--- src/rtl/nv_unlock_pkg.sv ---
package nv_unlock_pkg;
  localparam int CMP_W     = 14;
  localparam int PREFIX_N  = 5;
  localparam int STEP_W    = $clog2(PREFIX_N + 1);

  localparam logic [CMP_W-1:0] CODE_STORE  = 14'h0FC0;
  localparam logic [CMP_W-1:0] CODE_RECALL = 14'h0C63;
  localparam logic [CMP_W-1:0] CODE_TEST   = 14'h339C;

  typedef enum logic [1:0] {CMD_NONE, CMD_STORE, CMD_RECALL, CMD_TEST} cmd_e;

  function automatic logic [CMP_W-1:0] prefix_key(input int idx);
    case (idx)
      0: prefix_key = 14'h0E38;
      1: prefix_key = 14'h31C7;
      2: prefix_key = 14'h03E0;
      3: prefix_key = 14'h3C1F;
      default: prefix_key = 14'h303F;
    endcase
  endfunction

  function automatic cmd_e decode_cmd(input logic [CMP_W-1:0] a);
    if (a == CODE_STORE)       decode_cmd = CMD_STORE;
    else if (a == CODE_RECALL) decode_cmd = CMD_RECALL;
    else if (a == CODE_TEST)   decode_cmd = CMD_TEST;
    else                       decode_cmd = CMD_NONE;
  endfunction
endpackage

--- src/rtl/nv_access_sampler.sv ---
module nv_access_sampler (
  input  logic clk,
  input  logic rst_n,
  input  logic ce_n,
  input  logic we_n,
  input  logic hold,
  output logic acc_read,
  output logic wr_now
);
  logic ce_q;

  always_ff @(posedge clk or negedge rst_n) begin
    if (!rst_n) ce_q <= 1'b1;
    else        ce_q <= ce_n;
  end

  logic ce_fall;
  assign ce_fall  = ce_q & ~ce_n;
  assign wr_now   = ~ce_n & ~we_n;
  assign acc_read = ce_fall & we_n & ~hold;
endmodule

--- src/rtl/nv_key_match.sv ---
module nv_key_match
  import nv_unlock_pkg::*;
(
  input  logic [CMP_W-1:0]  addr_cmp,
  input  logic [STEP_W-1:0] step,
  output logic              step_hit,
  output logic              head_hit,
  output cmd_e              cmd
);
  logic [PREFIX_N-1:0] hit;

  for (genvar g = 0; g < PREFIX_N; g++) begin : g_key
    assign hit[g] = (addr_cmp == prefix_key(g));
  end

  assign head_hit = hit[0];

  always_comb begin
    step_hit = 1'b0;
    for (int i = 0; i < PREFIX_N; i++) begin
      if (step == STEP_W'(i)) step_hit = hit[i];
    end
  end

  assign cmd = decode_cmd(addr_cmp);
endmodule

--- src/rtl/nv_seq_fsm.sv ---
module nv_seq_fsm
  import nv_unlock_pkg::*;
(
  input  logic              clk,
  input  logic              rst_n,
  input  logic              hold,
  input  logic              acc_read,
  input  logic              wr_now,
  input  logic              step_hit,
  input  logic              head_hit,
  input  cmd_e              cmd,
  output logic [STEP_W-1:0] step,
  output logic              store_q,
  output logic              recall_q
);
  localparam logic [STEP_W-1:0] LAST = STEP_W'(PREFIX_N);

  logic [STEP_W-1:0] step_d;
  logic              store_d, recall_d;
  logic              final_acc;

  assign final_acc = acc_read & (step == LAST);

  always_comb begin
    step_d   = step;
    store_d  = 1'b0;
    recall_d = 1'b0;
    if (hold || wr_now) begin
      step_d = '0;
    end else if (acc_read) begin
      if (final_acc) begin
        step_d   = '0;
        store_d  = (cmd == CMD_STORE);
        recall_d = (cmd == CMD_RECALL);
      end else if (step_hit) begin
        step_d = step + 1'b1;
      end else if (head_hit) begin
        step_d = STEP_W'(1);
      end else begin
        step_d = '0;
      end
    end
  end

  always_ff @(posedge clk or negedge rst_n) begin
    if (!rst_n) begin
      step     <= '0;
      store_q  <= 1'b0;
      recall_q <= 1'b0;
    end else begin
      step     <= step_d;
      store_q  <= store_d;
      recall_q <= recall_d;
    end
  end
endmodule

--- src/rtl/nv_unlock_seq.sv ---
module nv_unlock_seq
  import nv_unlock_pkg::*;
#(
  parameter int ADDR_W = 15
) (
  input  logic              clk,
  input  logic              rst_n,
  input  logic [ADDR_W-1:0] addr,
  input  logic              ce_n,
  input  logic              we_n,
  input  logic              hold,
  output logic              store_req,
  output logic              recall_req,
  output logic [STEP_W-1:0] step_idx
);
  logic [CMP_W-1:0] addr_cmp;
  logic             acc_read, wr_now, step_hit, head_hit;
  cmd_e             cmd;

  assign addr_cmp = addr[CMP_W-1:0];

  // Upper address bits above the compare window are deliberately left out.
  if (ADDR_W > CMP_W) begin : g_upper
    logic unused_upper;
    assign unused_upper = ^addr[ADDR_W-1:CMP_W];
  end

  nv_access_sampler u_samp (
    .clk(clk), .rst_n(rst_n), .ce_n(ce_n), .we_n(we_n), .hold(hold),
    .acc_read(acc_read), .wr_now(wr_now)
  );

  nv_key_match u_match (
    .addr_cmp(addr_cmp), .step(step_idx),
    .step_hit(step_hit), .head_hit(head_hit), .cmd(cmd)
  );

  nv_seq_fsm u_fsm (
    .clk(clk), .rst_n(rst_n), .hold(hold), .acc_read(acc_read),
    .wr_now(wr_now), .step_hit(step_hit), .head_hit(head_hit), .cmd(cmd),
    .step(step_idx), .store_q(store_req), .recall_q(recall_req)
  );
endmodule

--- config.mk ---
export PLATFORM = sky130hd
export DESIGN_NAME = nv_unlock_seq
export DESIGN_NICKNAME = d
export VERILOG_FILES = /design/src/rtl/nv_unlock_pkg.sv /design/src/rtl/nv_access_sampler.sv /design/src/rtl/nv_key_match.sv /design/src/rtl/nv_seq_fsm.sv /design/src/rtl/nv_unlock_seq.sv
export SDC_FILE = /design/constraint.sdc
export NUM_CORES = 1
export LEC_CHECK = 0
export BUFFER_PORTS_ARGS = -buffer_cell sky130_fd_sc_hd__buf_4
export CORE_MARGIN = 2
export CORE_UTILIZATION = 40
export CTS_BUF_LIST = sky130_fd_sc_hd__clkbuf_8
export CTS_CLUSTER_DIAMETER = 30
export DETAILED_ROUTE_END_ITERATION = 8
export PLACE_DENSITY = 0.7
export RECOVER_POWER = 25
export SETUP_SLACK_MARGIN = 0.3
export SLEW_MARGIN = 20
export SYNTH_ARGS = -nofsm -noshare
export SYNTH_HDL_FRONTEND = slang
export SYNTH_HIERARCHICAL = 1
export SYNTH_SLANG_ARGS = --single-unit
--- constraint.sdc ---
create_clock -name clk -period 4.26 [get_ports clk]
set_input_delay 0.213 -clock clk [delete_from_list [all_inputs] [get_ports clk]]
set_output_delay 0.213 -clock clk [all_outputs]
set_load 0.005 [all_outputs]
==> results of run 1 <==
## per-layer routing
layer	part of all wire	vias to the layer above	GRT usage
li1	-	294	-
met1	0.46	261	0.2351
met2	0.46	21	0.2695
met3	0.068	2	0.08152
met4	0.011	0	0.07500
met5	0	-	0
## Yosys cell counts
cell type / n
nor3b_1: 2
nor3_1: 2
nand2_2: 1
dfrtp_1: 5
a21oi_1: 3
o211ai_1: 1
or3_4: 1
and3_1: 1
and3b_1: 1
nor2b_1: 1
nor2b_4: 1
clkinv_1: 1
o21ai_0: 1
nor3b_2: 2
nand4_1: 4
nand3_1: 2
and2b_2: 1
nor4_2: 1
or3b_4: 1
nor2_1: 6
nand4b_1: 2
ha_1: 2
or3_1: 1
a2bb2oi_1: 1
inv_1: 2
and4bb_2: 1
dfstp_2: 1
or2_0: 1
o2111ai_1: 2
nor4bb_1: 2
or2_4: 1
o31ai_2: 1
nand2_1: 8
## power by group
group          switching [mW]  internal [mW]  total (mW)  leakage (nW)
combinational          0.0112         0.0152      0.0264         0.226
sequential           0.000166         0.0581      0.0583        0.0804
clock                  0.0311         0.0625      0.0936        0.0269
## placed cells by master (no fill, tap or decap), types with 2 or more instances in the layout
master     count
o2111ai_1      2
nand4b_1       2
nor2_1         6
buf_4         21
clkbuf_1       2
nor3b_2        2
nor3_1         2
ha_1           2
clkbuf_8       3
a21oi_1        3
nand4_1        4
nand2_1        8
dfrtp_1        5
nor3b_1        2
nand3_1        2
nor4bb_1       2
inv_1          3
## worst reg2reg max path, stage by stage (launching register included)
cell and delay (ns):
dfrtp_1 0.45, or3_1 0.39, o211ai_1 0.33, nor3b_1 0.23
o21ai_0 0.10, a21oi_1 0.15
## logic make-up after synthesis
logic type               synth area share
AO/OA/AOI/OAI                      0.1210
flip-flops                         0.2763
AND/OR/NAND/NOR                    0.5365
adder cells (fa/ha/maj)           0.04565
buffers and inverters             0.02055
## state kept, by name (all words and copies together) (netlist names)
name / cells
u_fsm/step: 3
u_fsm/recall_q: 1
u_fsm/store_q: 1
u_samp/ce_q: 1
## worst paths after layout
| path | slack [ns] | to | from |
|---|---|---|---|
| max reg2reg | 2.54 | u_fsm/step[2] | u_fsm/step[0] |
| min | 0.09 | u_samp/ce_q | ce_n |
| max | 2.54 | u_fsm/step[2] | u_fsm/step[0] |
| min in group asynchronous | 0.39 | u_fsm/recall_q | rst_n |
| min reg2reg | 0.65 | u_fsm/step[1] | u_fsm/step[1] |
| max in group asynchronous | 3.57 | u_samp/ce_q | rst_n |
## metrics by stage
step	utilization	cell area, um^2	hold slack [ns]	worst slack (ns)	instances
after floorplan	-	548.0	-0.08259	2.684	63
after global placement	0.5755	739.5	0.01995	2.393	101
after detailed placement	0.5755	739.5	0.02260	2.387	101
after CTS	0.6183	794.5	0.09878	2.526	106
after global routing	0.6125	787.0	0.09824	2.410	106
final	0.6125	787.0	0.09353	2.542	106
## layout make-up
type | instances | area (um^2) | share of cell area
multi-input cells | 54 | 385.4 | 0.4897
repair buffers | 24 | 175.2 | 0.2226
flip-flops and latches | 6 | 151.4 | 0.1924
clock buffers | 3 | 41.29 | 0.05246
well taps | 15 | 18.77 | 0.02385
inverters | 3 | 11.26 | 0.01431
clock inverters | 1 | 3.754 | 0.004769
## timing repair
item	in CTS	in global routing
endpoints found under the hold margin	6	0
gates resized for setup	0	0
hold buffers	1	0
==> impl_metrics.ini, run 1 <==
[status]
outcome = complete, no violations

[yosys]
seq_area_frac_synth = 0.2763
ys_types = 33
post-synth-top-area-fraction = 0.2283
yosysWarnings = 6
syn_area_um2 = 548.0
ys_ff_latch = 6
syn-num-nets = 85
post-synth-top-area-cell = dfrtp_1
yosys-top-cells-area = dfrtp_1, nand2_1, dfstp_2, ha_1, nand4_1
syn_avg_cell_area_um2 = 8.699
synthCells = 63

[critical_path]
cp_slowest_stage_delay_ns = 0.45
crit_type = flip-flop to flip-flop
cp_num_cells = 5
critPathBufInv = 0
cp_data_required_time_ns = 4.42
cp_slowest_cell = dfrtp_1
cp_top_family = simple AND/OR/NAND/NOR gates
cp.arrival_ns = 1.88
endpoint_kind = flip-flop
r2r_cells = 5
crit_path_max_fanout = 8
start_kind = flip-flop
crit_chain = or3_1 > o211ai_1 > nor3b_1 > o21ai_0 > a21oi_1

[finish]
syn_to_final_growth_pct = 43.61
drive_above_1_share = 0.3956
n_fill_cell = 132
nets = 114
n_antenna_cell = 0

[global_routing]
antenna_found_initial = 0
grt-ovfl-total = 0
grt_usage = 0.1851
grt_max_degree = 9
grt_pass1_vias = 450
grt_pass1_wl_um = 1952

[timing]
fin_skew_ns = 0.007217
drv_slew = 0
worst_slew_margin_rel = 0.7553
tns_ns = 0
finalCritPeriodShare = 0.4033
timing.final.hold_violations = 0
worst_pin_slew_ns = 0.3654
finalCriticalPeriod_ns = 1.718
rsz0062_at_grt = no
finalSetupViolCount = 0
fmax_ghz = 0.5820

[pwr]
leakagePower_nw = 0.3333
p_per_area_nw_per_um2 = 226.5
p_total_uw = 178.3
ir_drop_mv = 0.1581

[cts]
clock_sinks = 6
numCtsBuffers = 3
insertion_delay_ns = 0.24
cts_setup_buffers = 0
cts_tree = done
ctsLongestPathBuffers = 2
h-tree-depth = 1
clkSlewWorstSetupHoldPaths_ns = 0.04
clock-root-buffer = clkbuf_8

[floorplanning]
rows = 13
fp.dieH_um = 41.02
die-area_um2 = 1682
chipWidth_um = 41.02
coreArea_um2 = 1285
initial_core_util = 0.4265
io_pins = 25

[min_path]
whs_path_depth = 1
min_path_type = primary input to flip-flop

[run]
cap_violations = 0

[drt]
vias = 578
drtIter0Drc = 5
ant_nets = 0
firstDrtPassIters = 4
drcViolationCount = 0
wire_per_inst_um = 12.25
vias_per_cell = 5.453
routed_wl_um = 1298

[placement]
port_buffers = 23
gp_congestion = 0.7450
place_hpwl_um = 1002
Note: power is estimated with default switching activity, not from simulation.
==> inputs of run 2 (changes only) <==
--- a/config.mk
+++ b/config.mk
@@ -11,7 +11,7 @@
 export CTS_BUF_LIST = sky130_fd_sc_hd__clkbuf_8
 export CTS_CLUSTER_DIAMETER = 30
 export DETAILED_ROUTE_END_ITERATION = 8
-export PLACE_DENSITY = 0.7
+export PLACE_DENSITY = 0.73
 export RECOVER_POWER = 25
 export SETUP_SLACK_MARGIN = 0.3
 export SLEW_MARGIN = 20
==> constraint.sdc (replaced) <==
create_clock -name clk -period 1.5 [get_ports clk]
set_input_delay 0.075 -clock clk [delete_from_list [all_inputs] [get_ports clk]]
set_output_delay 0.075 -clock clk [all_outputs]
set_load 0.005 [all_outputs]
==> impl_metrics.ini, run 2 (synthesis gave the netlist of run 1 again) <==
[min_path]
min_path_type = primary input to flip-flop
hold_start = hold

[critical_path]
cp_top_family = simple AND/OR/NAND/NOR gates
reg2reg_from = u_fsm/step[1]
crit_chain = or3_1 > o211ai_1 > buf_4 > nand4b_1 > a21oi_1
crit_path_max_fanout = 5
cp.arrival_ns = 1.64
start_kind = flip-flop
critPathBufInv = 1
endpoint_kind = flip-flop
cp_slowest_stage_delay_ns = 0.43
cp-startpoint = u_fsm/step[1]
cp_data_required_time_ns = 1.64
crit_type = flip-flop to flip-flop
cp_slowest_cell = dfrtp_2

[timing]
worst_slew_margin_rel = 0.7278
rsz0062_at_grt = yes
hold_ws_ns = 0.1314
finalSetupViolCount = 0
worst_pin_slew_ns = 0.4029
finalCritPeriodShare = 0.9978
fin_skew_ns = 0.003042
timing.final.hold_violations = 0
fmax_ghz = 0.6681
finalCriticalPeriod_ns = 1.497
drv_slew = 0

[cts]
clock_sinks = 6
insertion_delay_ns = 0.22
h-tree-depth = 1
ctsLongestPathBuffers = 2
numCtsBuffers = 3
clkSlewWorstSetupHoldPaths_ns = 0.04
cts_tree = done
clock-root-buffer = clkbuf_8

[floorplanning]
coreArea_um2 = 1285
initial_core_util = 0.4265
io_pins = 25
die-area_um2 = 1682
fp.dieH_um = 41.02
chipWidth_um = 41.02
rows = 13

[drt]
routed_wl_um = 1494
vias_per_cell = 5.368
drtIter0Drc = 16
ant_nets = 0
vias = 628
drcViolationCount = 0
wire_per_inst_um = 12.77
firstDrtPassIters = 4

[finish]
syn_to_final_growth_pct = 61.64
n_antenna_cell = 0
drive_above_1_share = 0.5000
largest-register = u_fsm/step
final_common_cell = buf_4
largest_reg_flops = 3
final_cell_mix = buf_4, nand2_1, nor2_1, dfrtp_1, nand4_1
nets = 125
final_core_util = 0.6894

[pwr]
leakagePower_nw = 0.3962
p_per_area_nw_per_um2 = 563.9
ir_drop_mv = 0.5876

[global_routing]
grt_usage = 0.2122
grt_max_degree = 7
grt_pass1_vias = 537
antenna_found_initial = 0
grt-ovfl-total = 0
grt_pass1_wl_um = 2228

[placement]
place_hpwl_um = 1154
port_buffers = 23
gp_congestion = 0.7510

[run]
cap_violations = 0

[status]
outcome = complete, no violations
run 2: report_power, final:
part	switching [mW]	internal, mW	leakage [nW]
sequential	0.000389	0.165	0.0787
clock	0.0754	0.176	0.0269
combinational	0.0339	0.0484	0.291
total	0.110	0.390	0.396
run 2: area by class of cell:
class	count	area [um^2]
clock buffers	3	41.29
clock inverters	1	3.754
fillers	105	399.1
inverters	3	12.51
multi-input cells	54	392.9
flip-flops and latches	6	152.6
well taps	15	18.77
repair buffers	35	264.0
run 2: path summary, 6_finish.rpt:
| path | slack [ns] | end | cells past startpoint |
|---|---|---|---|
| setup reg to reg | 0.003 | u_fsm/step[2] | 5 |
| hold reg to reg | 0.72 | u_fsm/step[0] | 3 |
| setup / recovery | 0.003 | u_fsm/step[2] | 5 |
| hold / removal | 0.13 | u_fsm/step[1] | 3 |
| min in group asynchronous | 0.25 | u_fsm/step[2] | 2 |
| max in group asynchronous | 0.97 | u_samp/ce_q | 2 |
run 2: per-stage QoR:
step / cell area [um^2] / setup TNS (ns) / instances / power [mW] / setup WS [ns]
after floorplan: 555.5 / -0.01854 / 63 / 0.1922 / -0.01854
after global placement: 807.0 / -0.1376 / 109 / 0.2441 / -0.05271
after detailed placement: 807.0 / -0.2952 / 109 / 0.2459 / -0.1004
after CTS: 882.1 / 0 / 116 / 0.5020 / 0.01435
after global routing: 885.9 / -0.2210 / 117 / 0.5240 / -0.05461
final: 885.9 / 0 / 117 / 0.4995 / 0.003248
run 2: tightest hold or removal path: stages:
cell     delay (ns)
buf_4          0.08
or2_4          0.12
a21oi_1        0.04
run 2: timing repair:
| action | 4_1_cts | 5_1_grt |
|---|---|---|
| endpoints found under the hold margin | 7 | 0 |
| resized for setup | 1 | 0 |
| pin swaps | 2 | 2 |
| buffers inserted | 1 | 1 |
| hold buffers | 2 | 0 |
| endpoints found under the setup margin | 5 | 5 |
run 2: per-layer routing:
layer	track usage	share of wire	vias to the layer above
li1	-	-	315
met1	0.2285	0.42	292
met2	0.3828	0.50	19
met3	0.06522	0.060	2
met4	0.07500	0.013	0
met5	0	0	-
